[src/rtl/fca_pkg.sv]
package fca_pkg;

  // True when a vertical sync edge at position pos within a line of length
  // len lies within win clocks of a horizontal sync (start or end of line).
  function automatic logic near_line_edge(int unsigned pos, int unsigned len,
                                          int unsigned win);
    return (pos < win) || (pos + win >= len);
  endfunction

  // True when idx lies in the half-open span [start, start+span).
  function automatic logic in_span(int unsigned idx, int unsigned start,
                                   int unsigned span);
    return (idx >= start) && ((idx - start) < span);
  endfunction

  // Lowest row bit of the primary address: the parity in interlaced mode,
  // always the even row of the pair in progressive mode.
  function automatic logic row_lsb(logic woven, logic bottom);
    return woven & bottom;
  endfunction

endpackage

[src/rtl/fca_sync_edges.sv]
module fca_sync_edges #(
  parameter int N = 2
) (
  input  logic         clk,
  input  logic         rst_n,
  input  logic [N-1:0] level,
  output logic [N-1:0] rise
);
  logic [N-1:0] level_d;

  for (genvar i = 0; i < N; i++) begin : g_edge
    always_ff @(posedge clk or negedge rst_n) begin
      if (!rst_n) level_d[i] <= 1'b0;
      else        level_d[i] <= level[i];
    end
    assign rise[i] = level[i] & ~level_d[i];
  end
endmodule

[src/rtl/fca_raster_counter.sv]
module fca_raster_counter #(
  parameter int HCNT_W = 11,
  parameter int VCNT_W = 10
) (
  input  logic              clk,
  input  logic              rst_n,
  input  logic              hs_rise,
  input  logic              vs_rise,
  output logic [HCNT_W-1:0] hcnt,
  output logic [VCNT_W-1:0] vcnt,
  output logic [HCNT_W-1:0] line_len,
  output logic              armed
);
  localparam logic [HCNT_W-1:0] HMAX = '1;
  localparam logic [VCNT_W-1:0] VMAX = '1;

  always_ff @(posedge clk or negedge rst_n) begin
    if (!rst_n) begin
      hcnt     <= '0;
      vcnt     <= '0;
      line_len <= '0;
      armed    <= 1'b0;
    end else begin
      if (hs_rise)           hcnt <= '0;
      else if (hcnt != HMAX) hcnt <= hcnt + 1'b1;

      if (hs_rise) line_len <= (hcnt == HMAX) ? HMAX : hcnt + 1'b1;

      if (vs_rise)                      vcnt <= '0;
      else if (hs_rise && vcnt != VMAX) vcnt <= vcnt + 1'b1;

      if (vs_rise) armed <= 1'b1;
    end
  end
endmodule

[src/rtl/fca_field_detect.sv]
module fca_field_detect #(
  parameter int HCNT_W   = 11,
  parameter int EDGE_WIN = 16
) (
  input  logic              clk,
  input  logic              rst_n,
  input  logic              vs_rise,
  input  logic [HCNT_W-1:0] hcnt,
  input  logic [HCNT_W-1:0] line_len,
  output logic              field_bottom,
  output logic              interlaced
);
  logic seen;
  logic new_bottom;

  assign new_bottom = ~fca_pkg::near_line_edge(32'(hcnt), 32'(line_len),
                                               32'(EDGE_WIN));

  always_ff @(posedge clk or negedge rst_n) begin
    if (!rst_n) begin
      field_bottom <= 1'b0;
      interlaced   <= 1'b0;
      seen         <= 1'b0;
    end else if (vs_rise) begin
      interlaced   <= seen & (new_bottom != field_bottom);
      field_bottom <= new_bottom;
      seen         <= 1'b1;
    end
  end
endmodule

[src/rtl/fca_capture_window.sv]
module fca_capture_window #(
  parameter int HCNT_W       = 11,
  parameter int VCNT_W       = 10,
  parameter int ACTIVE_PIX   = 640,
  parameter int ACTIVE_LINES = 256,
  parameter int PIX_W        = 10,
  parameter int LINE_W       = 8
) (
  input  logic                     hsync,
  input  logic                     vsync,
  input  logic                     armed,
  input  logic [HCNT_W-1:0]        hcnt,
  input  logic [VCNT_W-1:0]        vcnt,
  input  logic [VCNT_W-1:0]        line_ofs,
  input  logic [HCNT_W-1:0]        pix_ofs,
  input  logic                     field_bottom,
  input  logic                     interlaced,
  output logic                     cap_en,
  output logic [LINE_W+PIX_W:0]    wr_addr,
  output logic                     dup_en,
  output logic [LINE_W+PIX_W:0]    dup_addr
);
  logic              h_ok, v_ok;
  logic [PIX_W-1:0]  pix_rel;
  logic [LINE_W-1:0] line_rel;

  assign h_ok = fca_pkg::in_span(32'(hcnt), 32'(pix_ofs), 32'(ACTIVE_PIX));
  assign v_ok = fca_pkg::in_span(32'(vcnt), 32'(line_ofs), 32'(ACTIVE_LINES));

  assign pix_rel  = PIX_W'(hcnt - pix_ofs);
  assign line_rel = LINE_W'(vcnt - line_ofs);

  assign cap_en = armed & h_ok & v_ok & ~hsync & ~vsync;
  assign dup_en = cap_en & ~interlaced;

  always_comb begin
    wr_addr  = '0;
    dup_addr = '0;
    if (cap_en) begin
      wr_addr  = {line_rel, fca_pkg::row_lsb(interlaced, field_bottom), pix_rel};
      dup_addr = {line_rel, 1'b1, pix_rel};
    end
  end
endmodule

[src/rtl/field_capture_addresser.sv]
module field_capture_addresser #(
  parameter int ACTIVE_PIX   = 640,
  parameter int ACTIVE_LINES = 256,
  parameter int HCNT_W       = 11,
  parameter int VCNT_W       = 10,
  parameter int EDGE_WIN     = 16,
  localparam int PIX_W       = $clog2(ACTIVE_PIX),
  localparam int LINE_W      = $clog2(ACTIVE_LINES),
  localparam int ROW_W       = LINE_W + 1,
  localparam int ADDR_W      = ROW_W + PIX_W
) (
  input  logic              clk,
  input  logic              rst_n,
  input  logic              src_hsync,
  input  logic              src_vsync,
  input  logic [VCNT_W-1:0] cfg_line_ofs,
  input  logic [HCNT_W-1:0] cfg_pix_ofs,
  output logic              cap_en,
  output logic [ADDR_W-1:0] wr_addr,
  output logic              dup_en,
  output logic [ADDR_W-1:0] dup_addr,
  output logic              field_bottom,
  output logic              interlaced
);
  // Internal events, named for the checker.
  logic [1:0]        sync_rise;
  logic              hs_rise, vs_rise;
  logic              armed;
  logic [HCNT_W-1:0] hcnt, line_len;
  logic [VCNT_W-1:0] vcnt;

  fca_sync_edges #(.N(2)) u_edges (
    .clk   (clk),
    .rst_n (rst_n),
    .level ({src_vsync, src_hsync}),
    .rise  (sync_rise)
  );
  assign hs_rise = sync_rise[0];
  assign vs_rise = sync_rise[1];

  fca_raster_counter #(.HCNT_W(HCNT_W), .VCNT_W(VCNT_W)) u_raster (
    .clk      (clk),
    .rst_n    (rst_n),
    .hs_rise  (hs_rise),
    .vs_rise  (vs_rise),
    .hcnt     (hcnt),
    .vcnt     (vcnt),
    .line_len (line_len),
    .armed    (armed)
  );

  fca_field_detect #(.HCNT_W(HCNT_W), .EDGE_WIN(EDGE_WIN)) u_field (
    .clk          (clk),
    .rst_n        (rst_n),
    .vs_rise      (vs_rise),
    .hcnt         (hcnt),
    .line_len     (line_len),
    .field_bottom (field_bottom),
    .interlaced   (interlaced)
  );

  fca_capture_window #(
    .HCNT_W(HCNT_W), .VCNT_W(VCNT_W), .ACTIVE_PIX(ACTIVE_PIX),
    .ACTIVE_LINES(ACTIVE_LINES), .PIX_W(PIX_W), .LINE_W(LINE_W)
  ) u_window (
    .hsync        (src_hsync),
    .vsync        (src_vsync),
    .armed        (armed),
    .hcnt         (hcnt),
    .vcnt         (vcnt),
    .line_ofs     (cfg_line_ofs),
    .pix_ofs      (cfg_pix_ofs),
    .field_bottom (field_bottom),
    .interlaced   (interlaced),
    .cap_en       (cap_en),
    .wr_addr      (wr_addr),
    .dup_en       (dup_en),
    .dup_addr     (dup_addr)
  );
endmodule

[config.mk]
export PLATFORM = sky130hd
export DESIGN_NAME = field_capture_addresser
export DESIGN_NICKNAME = d
export VERILOG_FILES = /design/src/rtl/fca_pkg.sv /design/src/rtl/fca_sync_edges.sv /design/src/rtl/fca_raster_counter.sv /design/src/rtl/fca_field_detect.sv /design/src/rtl/fca_capture_window.sv /design/src/rtl/field_capture_addresser.sv
export SDC_FILE = /design/constraint.sdc
export NUM_CORES = 1
export LEC_CHECK = 0
export ABC_CLOCK_PERIOD_IN_PS = 3740
export CORE_UTILIZATION = 25
export DETAILED_ROUTE_END_ITERATION = 8
export DONT_BUFFER_PORTS = 1
export PLACE_DENSITY_LB_ADDON = 0.3
export SYNTH_ARGS = -nofsm -noshare
export SYNTH_HDL_FRONTEND = slang
export SYNTH_SLANG_ARGS = --single-unit
[constraint.sdc]
create_clock -name clk -period 3.74 [get_ports clk]
set_input_delay 0.748 -clock clk [delete_from_list [all_inputs] [get_ports clk]]
set_output_delay 0.748 -clock clk [all_outputs]
set_load 0.005 [all_outputs]
==> summary.log, run 1 <==
qor: status.outcome complete, no violations
qor: worst_hold_path.min_path_type in -> async
qor: cts.clock_buffer_count_from_cts 5
qor: placed_design.buffer_ports.inserted 0
qor: cts.path_clk_slew 0.06 ns
qor: floorplan.core 13800 µm²
qor: floorplan.fp-row-count 43
qor: power.cellLeakagePower 1.79 nW
qor: floorplan.fp.dieH 121 µm
qor: sta.hold_vio_cnt_final 0
qor: route.vias_per_cell 4.82
qor: cts.ctsHtreeMaxLevel 2
qor: critical_path.endpoint_required_time_on_the_critical_path 2.99 ns
qor: floorplan.num_io_pins 67
qor: grt.grtUsageMet3 1.41%
qor: route.drcViolationCount 0
qor: final_layout.layout-drive-gt1-share 22.9%
qor: grt.grt_usage 12.3%
qor: power.power-per-cell-area 364 nW/µm²
qor: logic_synthesis.synth-async-reset-ratio 100%
qor: grt.grt_pass1_vias 2930
qor: sta.max_freq 0.274 GHz
qor: floorplan.x_dimension_of_the_die 121 µm
qor: grt.m2_gr_usage 21.4%
qor: sta.post-route-min-period 3.65 ns
qor: grt.antenna_found_initial 0
qor: cts.clock_path_buffers 2
qor: critical_path.critPathKind reg -> out
qor: critical_path.max_fanout_on_critical_path 5
qor: placed_design.place_worst_setup_slack 0.0512 ns
qor: route.drt_first_pass_iters 4
qor: logic_synthesis.synthTopCellsByCount 38 x sky130_fd_sc_hd__inv_1, 38 x sky130_fd_sc_hd__nor2_1, 37 x sky130_fd_sc_hd__dfrtp_1
qor: grt.grt_first_pass_wirelength 14.4 mm
qor: logic_synthesis.netlist-cell-type-count 55
qor: final_layout.areaGrowthSynthToFinish 18.6%
qor: logic_synthesis.mean_area_per_synthesized_cell 8.46 µm²
qor: route.postRouteWirelength 8.82 mm
qor: critical_path.critical_path_launch_point_type register
qor: sta.slew_viol_final 0
qor: flow_run.maxCapViolations 0
qor: sta.timing.final.setup_violations 0
qor: power.overall_power_of_the_completed_layout 1.53 mW
qor: critical_path.critPathCaptureType primary output
qor: critical_path.worstPathArrival 2.90 ns
qor: grt.pin_count_of_the_biggest_net_entering_global_routing 38
qor: sta.timing.slew.headroom 49.1%
qor: logic_synthesis.cells_after_synthesis 419
qor: route.drt-wirelength-per-cell 14.4 µm
qor: power.irDropWorstVdd 0.158 mV
qor: placed_design.place_congestion 0.892
qor: logic_synthesis.synth_top_cell_area_share 26.1%
qor: route.num_vias 2948
qor: logic_synthesis.synth.net_count 481
qor: grt.gr-max-usage-layer met2
qor: grt.grt.met1_usage 15.4%
qor: sta.tightest_slew 0.762 ns
qor: logic_synthesis.yosysTopAreaCell sky130_fd_sc_hd__dfrtp_1
qor: logic_synthesis.synth_flop_cell sky130_fd_sc_hd__dfrtp_1
qor: logic_synthesis.synth_enable_flop_cells 0
qor: cts.cts_sinks 37
qor: sta.fin_worst_skew 0.00472 ns
qor: logic_synthesis.synth_sequential_area_ratio 26.1%
qor: final_layout.design.final.nets 493
qor: floorplan.floorplan.initialDensity 25.6%
qor: final_layout.num_antenna_cells 0
qor: route.post_detailed_route_count_of_antenna_violating_nets 0
qor: sta.min_period_over_period 97.5%
qor: logic_synthesis.number_of_flip_flops_and_latches_in_the_synthesized_netlist 37
qor: cts.clock_tree.root_cell sky130_fd_sc_hd__clkbuf_16
qor: cts.tritoncts_clock_tree yes
qor: sta.postLayoutSetupSlackWorst 0.0934 ns
qor: logic_synthesis.synth_warnings 0
qor: grt.grt-ovfl-total 0
qor: logic_synthesis.synthTopCellsByArea sky130_fd_sc_hd__dfrtp_1 26%, sky130_fd_sc_hd__ha_1 12%, sky130_fd_sc_hd__buf_4 4.4%
qor: logic_synthesis.synth_area 3540 µm²
qor: cts.worstSkewPairLatency 0.28 ns
qor: route.dr.first_iter.drc_count 125
qor: floorplan.dieArea 14700 µm²
qor: placed_design.hpwl 6.76 mm
routing by layer:
layer	share of wire (%)	vias to the layer above
met5	0	-
met4	1.8	0
met3	3.3	8
met2	50	63
met1	45	1399
li1	-	1478
kinds of logic (layout without fill, tap and decap cells):
kind of cell	Yosys count	in the layout	synth area share, %
and+or+nand+nor	150	153	24.5
AOI/OAI and AO/OA	87	87	16.5
buffers and inverters	75	85	11.1
adders and majority gates	37	37	13.5
DFF	37	37	26.1
xor gates and xnor gates	31	31	7.66
muxes	2	2	0.565
final timing paths:
| kind | start | to | slack, ns | depth (start not counted) |
|---|---|---|---|---|
| max | u_raster.hcnt[0] | wr_addr[12] | 0.09 | 13 |
| min | rst_n | u_raster.vcnt[4] | 0.16 | 0 |
| max reg2reg | u_raster.hcnt[4] | u_field.interlaced | 1.15 | 10 |
| min reg2reg | u_raster.line_len[7] | u_raster.line_len[7] | 0.48 | 2 |
| max in group asynchronous | rst_n | u_raster.line_len[8] | 3.49 | 0 |
| min in group clk | u_raster.line_len[7] | u_raster.line_len[7] | 0.48 | 2 |
per-stage QoR:
stage                     hold slack, ns  utilization (%)  instances  TNS, ns  instance area (µm²)
after floorplan                    0.450                -        419        0                 3540
after global placement             0.453             27.2        594        0                 3770
after detailed placement           0.453             27.2        594        0                 3770
after CTS                          0.145             28.9        604        0                 4000
after global routing               0.145             30.4        612  -0.0724                 4200
final                              0.155             30.4        612        0                 4200
timing repair:
item	CTS	global route
setup buffers	1	5
pin swaps	2	8
cloned	1	3
endpoints found under the setup margin	27	39
resized for setup	5	28
hold buffers	0	0
cell usage in the layout, fill, tap and decap left out, drive strengths merged, types with 2 or more instances in the layout:
cell type	count
or2	3
and3	3
xor2	13
and2	2
nand4	9
nor4	15
nor3	4
a221oi	2
xnor2	18
a31oi	4
or3	7
a211oi	5
inv	38
nand2b	7
o21ai	30
o311ai	2
clkbuf	5
a22oi	2
bufinv	2
nor2b	3
nand2	32
fa	2
and4	2
buf	39
nor2	42
a21o	5
a31o	2
a21oi	25
ha	35
mux2i	2
dfrtp	37
o31ai	2
nand3	16
nor4b	6
state kept, by name, indices dropped and copies added (netlist names):
register / count
u_field.interlaced: 1
u_raster.hcnt: 11
u_raster.vcnt: 10
u_field.seen: 1
u_edges.level_d: 2
u_field.field_bottom: 1
u_raster.line_len: 11
critical path, cell delays in order, from the launching register on:
cell                      delay [ns]
sky130_fd_sc_hd__dfrtp_1        0.38
sky130_fd_sc_hd__inv_2          0.09
sky130_fd_sc_hd__ha_2           0.18
sky130_fd_sc_hd__inv_1          0.05
sky130_fd_sc_hd__fa_2           0.35
sky130_fd_sc_hd__nand3_1        0.12
sky130_fd_sc_hd__buf_4          0.12
sky130_fd_sc_hd__a21oi_1        0.06
sky130_fd_sc_hd__or3_4          0.39
sky130_fd_sc_hd__a22oi_4        0.21
sky130_fd_sc_hd__buf_4          0.16
sky130_fd_sc_hd__nor2_4         0.06
sky130_fd_sc_hd__nor4b_4        0.28
sky130_fd_sc_hd__buf_4          0.16
where the power goes:
part / switching [mW] / internal [mW] / leakage (nW)
sequential: 0.0520 / 0.440 / 0.493
clock: 0.163 / 0.381 / 0.0938
combinational: 0.276 / 0.218 / 1.21
cell type report:
cell class	instances	area, µm²
flip-flops and latches	37	926
clock buffers	5	125
multi-input cells	310	2410
inverters	38	143
well taps	180	225
fillers	1450	9630
clock inverters	3	65.1
repair buffers	39	310
Power figures use the tool's default switching activity.
==> run 2: changes to the inputs <==
Settings changed: CORE_ASPECT_RATIO set to 0.6, REMOVE_ABC_BUFFERS set to 1.
==> run 2 against run 1 <==
Effect of this change:
- global-route usage increased by 0.40 points
- via count decreased by 0.20%
- sequential cell count unchanged
- non-clock buffer count decreased by 1
==> summary.log, run 2 (same netlist as run 1, synthesis figures left out) <==
qor: worst_hold_path.min_path_type in -> async
qor: sta.slew_viol_final 0
qor: grt.antenna_found_initial 0
qor: grt.pin_count_of_the_biggest_net_entering_global_routing 38
qor: floorplan.dieArea 14700 µm²
qor: floorplan.fp.dieH 94.2 µm
qor: critical_path.max_fanout_on_critical_path 12
qor: final_layout.design.final.nets 489
qor: route.post_detailed_route_count_of_antenna_violating_nets 0
qor: power.intPower 1.04 mW
qor: grt.grt-ovfl-total 0
qor: route.vias_per_cell 4.75
qor: route.num_vias 2942
qor: final_layout.layout_top_registers u_raster.hcnt x11, u_raster.line_len x11, u_raster.vcnt x10
qor: sta.timing.final.setup_violations 0
qor: cts.tritoncts_clock_tree yes
qor: power.power-per-cell-area 370 nW/µm²
qor: power.cellLeakagePower 1.79 nW
qor: cts.ctsHtreeMaxLevel 2
qor: sta.tightest_slew 0.785 ns
qor: floorplan.core 13700 µm²
qor: sta.post-route-min-period 3.63 ns
qor: final_layout.layout.cells.most_common sky130_fd_sc_hd__nor2_1
qor: power.power_switching_share 32.4%
qor: placed_design.placedCellCount 609
qor: final_layout.layout-drive-gt1-share 21.5%
qor: final_layout.areaGrowthSynthToFinish 17.5%
qor: route.dr.first_iter.drc_count 150
qor: sta.totalNegativeSetupSlack 0 ns
qor: final_layout.layout_fillers 1459
qor: final_layout.final-instance-count-excl-fill 620
qor: placed_design.placed_cell_area 3820 µm²
qor: sta.max_freq 0.275 GHz
qor: placed_design.place_congestion 0.838
qor: flow_run.maxCapViolations 0
qor: route.drt-wirelength-per-cell 14.5 µm
qor: power.clock_power_share 35.5%
qor: critical_path.critPathCaptureType primary output
qor: floorplan.num_io_pins 67
qor: cts.clock_tree.root_cell sky130_fd_sc_hd__clkbuf_16
qor: route.drcViolationCount 0
qor: critical_path.worstPathArrival 2.89 ns
qor: final_layout.num_antenna_cells 0
qor: critical_path.critPathKind in -> out
qor: cts.clock_buffer_count_from_cts 5
qor: power.pwr-share-comb 33.4%
qor: power.irDropWorstVdd 0.157 mV
qor: critical_path.critical_path_launch_point_type primary input
qor: floorplan.fp-row-count 33
qor: cts.clock_path_buffers 2
qor: cts.worstSkewPairLatency 0.28 ns
qor: floorplan.floorplan.initialDensity 25.8%
qor: sta.min_period_over_period 97.2%
qor: route.postRouteWirelength 9.00 mm
qor: status.outcome complete, no violations
qor: sta.timing.slew.headroom 47.6%
qor: route.drt_first_pass_iters 4
qor: sta.hold_vio_cnt_final 0
qor: grt.grt_usage 12.7%
qor: grt.grt_pass1_vias 2823
qor: sta.fin_worst_skew 0.00358 ns
qor: critical_path.endpoint_required_time_on_the_critical_path 2.99 ns
qor: final_layout.most_frequent_cells_in_the_layout 38 x sky130_fd_sc_hd__nor2_1, 37 x sky130_fd_sc_hd__dfrtp_1, 36 x sky130_fd_sc_hd__inv_1
qor: grt.grt_first_pass_wirelength 14.4 mm
qor: placed_design.buffer_ports.inserted 0
qor: power.power_switching 0.500 mW
qor: cts.path_clk_slew 0.06 ns
qor: cts.cts_sinks 37
qor: final_layout.post-route-cell-area 4170 µm²
qor: power.p_seq_share 31.1%
qor: floorplan.x_dimension_of_the_die 156 µm
qor: placed_design.hpwl 7.21 mm
[run 2: area by class of cell]
class | instances | area (µm²) | share of cell area [%]
flip-flops and latches | 37 | 926 | 22.2
clock inverters | 3 | 65.1 | 1.56
repair buffers | 38 | 318 | 7.63
multi-input cells | 307 | 2350 | 56.4
well taps | 192 | 240 | 5.77
inverters | 38 | 143 | 3.42
clock buffers | 5 | 125 | 3.00
[run 2: power by group through the flow]
stage / Combinational [mW] / Sequential, mW / Clock [mW]
floorplan: 0.337 / 0.483 / 0
global placement: 0.459 / 0.485 / 0
detailed placement: 0.462 / 0.488 / 0
CTS: 0.476 / 0.480 / 0.564
global route: 0.568 / 0.486 / 0.584
finish: 0.516 / 0.479 / 0.547
[run 2: metal layers]
layer  wire (µm)  part of all wire [%]  global-route usage [%]  up-vias
met2        3720                    41                    18.8       75
met3         446                   5.0                    3.46        7
met4          55                  0.61                    2.61        0
li1            -                     -                       -     1465
met1        4780                    53                    18.1     1395
met5           0                     0                       0        -
[run 2: path summary, 6_finish.rpt]
kind,depth (start not counted),slack (ns),from,to
worst max-delay path,10,0.11,cfg_pix_ofs[2],dup_addr[9]
worst min-delay path,0,0.16,rst_n,u_raster.vcnt[4]
worst max register to register,10,1.20,u_raster.hcnt[5],u_field.interlaced
worst min register to register,2,0.48,u_raster.line_len[2],u_raster.line_len[2]
max in group asynchronous,0,3.49,rst_n,u_raster.hcnt[4]
min in group clk,2,0.48,u_raster.line_len[2],u_raster.line_len[2]
[run 2: critical path: stages]
cell	delay (ns)
sky130_fd_sc_hd__inv_1	0.03
sky130_fd_sc_hd__ha_2	0.42
sky130_fd_sc_hd__nand3b_1	0.22
sky130_fd_sc_hd__a21oi_2	0.28
sky130_fd_sc_hd__o21ai_0	0.16
sky130_fd_sc_hd__a21oi_2	0.21
sky130_fd_sc_hd__o311ai_4	0.16
sky130_fd_sc_hd__buf_8	0.20
sky130_fd_sc_hd__nor4b_2	0.30
sky130_fd_sc_hd__buf_4	0.17
[run 2: repair_timing]
action,in CTS,in global routing
gates cloned,0,0
buffers inserted,2,1
pin swaps,1,1
hold buffers,0,0
resized for setup,6,21
endpoints found under the setup margin,35,40
hold endpoints to repair,0,0
[run 2: per-stage QoR]
step | setup WS (ns) | util [%] | hold WS [ns] | power [mW]
floorplan | -0.238 | - | 0.450 | 0.820
finish | 0.106 | 30.3 | 0.158 | 1.54
detailed placement | -0.0169 | 27.8 | 0.453 | 0.950
global route | -0.00309 | 30.3 | 0.138 | 1.64
global placement | 0.0558 | 27.8 | 0.453 | 0.945
CTS | 0.000227 | 29.5 | 0.147 | 1.52
==> run 3: changes to the inputs <==
Settings changed: ABC_AREA set to 1, CORE_MARGIN set to 10.
==> run 3 against run 2 <==
Effect of this change:
- final area rose by 0.12%
- via count rose by 11%
- core utilization fell by 2.0 points
- clock power fell by 29%
- maximum frequency rose by 3.4%
- register-to-register slack improved by 0.34 ns
- global-route usage fell by 3.2 points
- sequential cell count did not move
- clock skew rose by 0.0010 ns
- largest cell class unchanged
==> summary.log, run 3 <==
qor: status.outcome complete, no violations
qor: grt.pin_count_of_the_biggest_net_entering_global_routing 38
qor: grt.grt_usage 9.45%
qor: floorplan.floorplan.initialDensity 26.0%
qor: floorplan.fp.dieH 116 µm
qor: cts.path_clk_slew 0.06 ns
qor: final_layout.layout-drive-gt1-share 15.1%
qor: critical_path.critPathMaxStageDelay 0.43 ns
qor: flow_run.maxCapViolations 0
qor: placed_design.hpwl 8.10 mm
qor: sta.slew_viol_final 0
qor: sta.min_period_over_period 94.0%
qor: sta.timing.slew.headroom 61.0%
qor: cts.worstSkewPairLatency 0.28 ns
qor: power.power_switching 0.467 mW
qor: critical_path.critPathKind reg -> out
qor: placed_design.place_congestion 0.836
qor: logic_synthesis.yosysTopAreaCell sky130_fd_sc_hd__dfrtp_1
qor: final_layout.final_core_util 28.3%
qor: logic_synthesis.synth_sequential_area_ratio 24.2%
qor: cts.ctsHtreeMaxLevel 2
qor: power.clock_power_share 29.6%
qor: critical_path.critical_path_launch_point_type register
qor: logic_synthesis.synth_flop_cell sky130_fd_sc_hd__dfrtp_1
qor: final_layout.sequential_cell_area 926 µm²
qor: floorplan.x_dimension_of_the_die 180 µm
qor: critical_path.critPathCaptureType primary output
qor: logic_synthesis.synth_area 3830 µm²
qor: critical_path.max_fanout_on_critical_path 16
qor: final_layout.layout_fillers 1648
qor: sta.totalNegativeSetupSlack 0 ns
qor: final_layout.layout.cells.most_common sky130_fd_sc_hd__nand2_1
qor: logic_synthesis.synth_top_cell_area_share 24.2%
qor: power.irDropWorstVdd 0.136 mV
qor: cts.tritoncts_clock_tree yes
qor: power.power-per-cell-area 313 nW/µm²
qor: logic_synthesis.yosysMostFrequentCell sky130_fd_sc_hd__nand2_1
qor: critical_path.endpoint_required_time_on_the_critical_path 2.99 ns
qor: critical_path.worstPathArrival 2.77 ns
qor: floorplan.core 14700 µm²
qor: floorplan.fp-row-count 34
qor: route.drcViolationCount 0
qor: grt.grt-ovfl-total 0
qor: placed_design.buffer_ports.inserted 0
qor: critical_path.critical_path.cell_chain inv_2, ha_1, inv_1, fa_1, nand2_1, nand3_1, nand3_2, nand2_2, nand2_1, nand3_2, nor2_2, nand2_2, buf_6, nor3_2, buf_4
qor: final_layout.areaGrowthSynthToFinish 8.96%
qor: route.postRouteWirelength 9.71 mm
qor: logic_synthesis.synth_warnings 0
qor: cts.cts_sinks 37
qor: power.power_switching_share 35.8%
qor: power.cellLeakagePower 2.13 nW
qor: grt.antenna_found_initial 0
qor: power.intPower 0.840 mW
qor: logic_synthesis.synthTopCellsByCount 126 x sky130_fd_sc_hd__nand2_1, 93 x sky130_fd_sc_hd__inv_1, 37 x sky130_fd_sc_hd__dfrtp_1, 37 x sky130_fd_sc_hd__nor2_1, 35 x sky130_fd_sc_hd__ha_1
qor: route.drt-wirelength-per-cell 13.1 µm
qor: cts.clock_buffer_count_from_cts 5
qor: final_layout.most_frequent_cells_in_the_layout 126 x sky130_fd_sc_hd__nand2_1, 92 x sky130_fd_sc_hd__inv_1, 37 x sky130_fd_sc_hd__nor2_1, 37 x sky130_fd_sc_hd__dfrtp_1, 35 x sky130_fd_sc_hd__ha_1
qor: grt.grt_first_pass_wirelength 16.4 mm
qor: sta.tightest_slew 0.583 ns
qor: logic_synthesis.mean_area_per_synthesized_cell 7.06 µm²
qor: power.overall_power_of_the_completed_layout 1.31 mW
qor: route.vias_per_cell 4.41
qor: logic_synthesis.number_of_flip_flops_and_latches_in_the_synthesized_netlist 37
qor: sta.hold_vio_cnt_final 0
qor: final_layout.layout_top_registers u_raster.hcnt x11, u_raster.line_len x11, u_raster.vcnt x10
qor: sta.timing.final.setup_violations 0
qor: final_layout.total_area_of_multi_input_combinational_cells 2340 µm²
qor: sta.rsz0062_at_grt no
qor: sta.post-route-min-period 3.52 ns
qor: sta.fin_worst_skew 0.00459 ns
qor: final_layout.num_antenna_cells 0
qor: critical_path.cpMaxStageDelayCell sky130_fd_sc_hd__dfrtp_1
qor: worst_hold_path.min_path_type in -> async
qor: final_layout.design.final.nets 605
qor: logic_synthesis.netlist-cell-type-count 33
qor: floorplan.dieArea 20800 µm²
qor: route.drt_first_pass_iters 4
qor: grt.grt_pass1_vias 3166
qor: sta.hold-worst-slack 0.167 ns
qor: logic_synthesis.synth_enable_flop_cells 0
qor: cts.clock_tree.root_cell sky130_fd_sc_hd__clkbuf_16
qor: sta.max_freq 0.284 GHz
qor: route.post_detailed_route_count_of_antenna_violating_nets 0
qor: final_layout.final-instance-count-excl-fill 740
qor: route.num_vias 3260
qor: floorplan.num_io_pins 67
qor: logic_synthesis.cells_after_synthesis 542
qor: route.dr.first_iter.drc_count 242
qor: cts.clock_path_buffers 2
qor: logic_synthesis.synthTopCellsByArea sky130_fd_sc_hd__dfrtp_1 24%, sky130_fd_sc_hd__nand2_1 12%, sky130_fd_sc_hd__ha_1 11%
qor: logic_synthesis.synth-async-reset-ratio 100%
qor: power.pwr-share-comb 32.5%
qor: critical_path.r2r_cells 14
qor: placed_design.placedCellCount 734
qor: power.p_seq_share 37.9%
==> run 3: cell count changes in the layout (fill, tap and decap cells not counted), sizes merged, moves of 7 or more <==
cell,previous run,this run
buf,38,22
nor3,4,27
nand2,32,136
xnor2,18,5
or3,7,0
o21ai,30,15
nand3,16,37
nand2b,7,0
inv,38,94
nor4,15,0
xor2,13,20
==> run 3: logic make-up after synthesis <==
group	count (synthesis)	synth area share, %
AO/OA/AOI/OAI	55	8.14
AND/OR/NAND/NOR	266	34.8
XOR/XNOR	25	5.72
adder cells (fa/ha/maj)	37	12.5
buffers and inverters	122	14.6
flip-flops	37	24.2
==> run 3: worst paths after layout <==
path / from / end / slack (ns)
max: u_raster.vcnt[0] / wr_addr[0] / 0.22
min: rst_n / u_raster.vcnt[7] / 0.17
max reg2reg: u_raster.hcnt[4] / u_field.interlaced / 1.54
min reg2reg: u_field.seen / u_field.seen / 0.47
max in group asynchronous: rst_n / u_field.interlaced / 3.49
min in group clk: u_field.seen / u_field.seen / 0.47
==> run 3: power groups by stage <==
stage / registers (mW) / clock network, mW / logic (mW)
floorplan: 0.483 / 0 / 0.340
global placement: 0.501 / 0 / 0.419
detailed placement: 0.503 / 0 / 0.424
CTS: 0.495 / 0.399 / 0.428
global route: 0.505 / 0.419 / 0.498
finish: 0.496 / 0.387 / 0.425
==> run 3: per-layer routing <==
| metal | part of all wire, % | vias up | routed length (µm) | track usage, % |
|---|---|---|---|---|
| met2 | 40 | 65 | 3890 | 14.3 |
| li1 | - | 1709 | - | - |
| met1 | 53 | 1480 | 5170 | 13.5 |
| met3 | 6.1 | 6 | 594 | 2.33 |
| met5 | 0 | - | 0 | 0 |
| met4 | 0.58 | 0 | 56 | 1.48 |
==> run 3: worst max-delay path: cells and delay by family (launching register included) <==
kind,cells,cell delay (ns)
AND/OR/NAND/NOR,9,0.93
buffers and inverters,4,0.56
adder cells (fa/ha/maj),2,0.56
flip-flops,1,0.43
==> run 3: layout make-up <==
type,count,area share (%)
clock buffer,5,3.00
inverter,94,8.46
sequential,37,22.2
clock inverter,1,0.120
tap,198,5.94
multi-input combinational,383,56.2
timing repair buffer,22,4.05
==> run 3: what timing repair did <==
item | 4_1_cts | 5_1_grt
setup buffers | 0 | 0
endpoints found under the hold margin | 0 | 0
setup endpoints to repair | 0 | 30
hold buffers | 0 | 0
gates resized for setup | 0 | 3
==> run 3: per-stage QoR <==
step | instance area (µm²) | worst slack [ns]
after detailed placement | 4030 | 0.259
after global placement | 4030 | 0.323
after CTS | 4160 | 0.0611
after floorplan | 3620 | 0.416
after global routing | 4170 | 0.00556
final | 4170 | 0.224
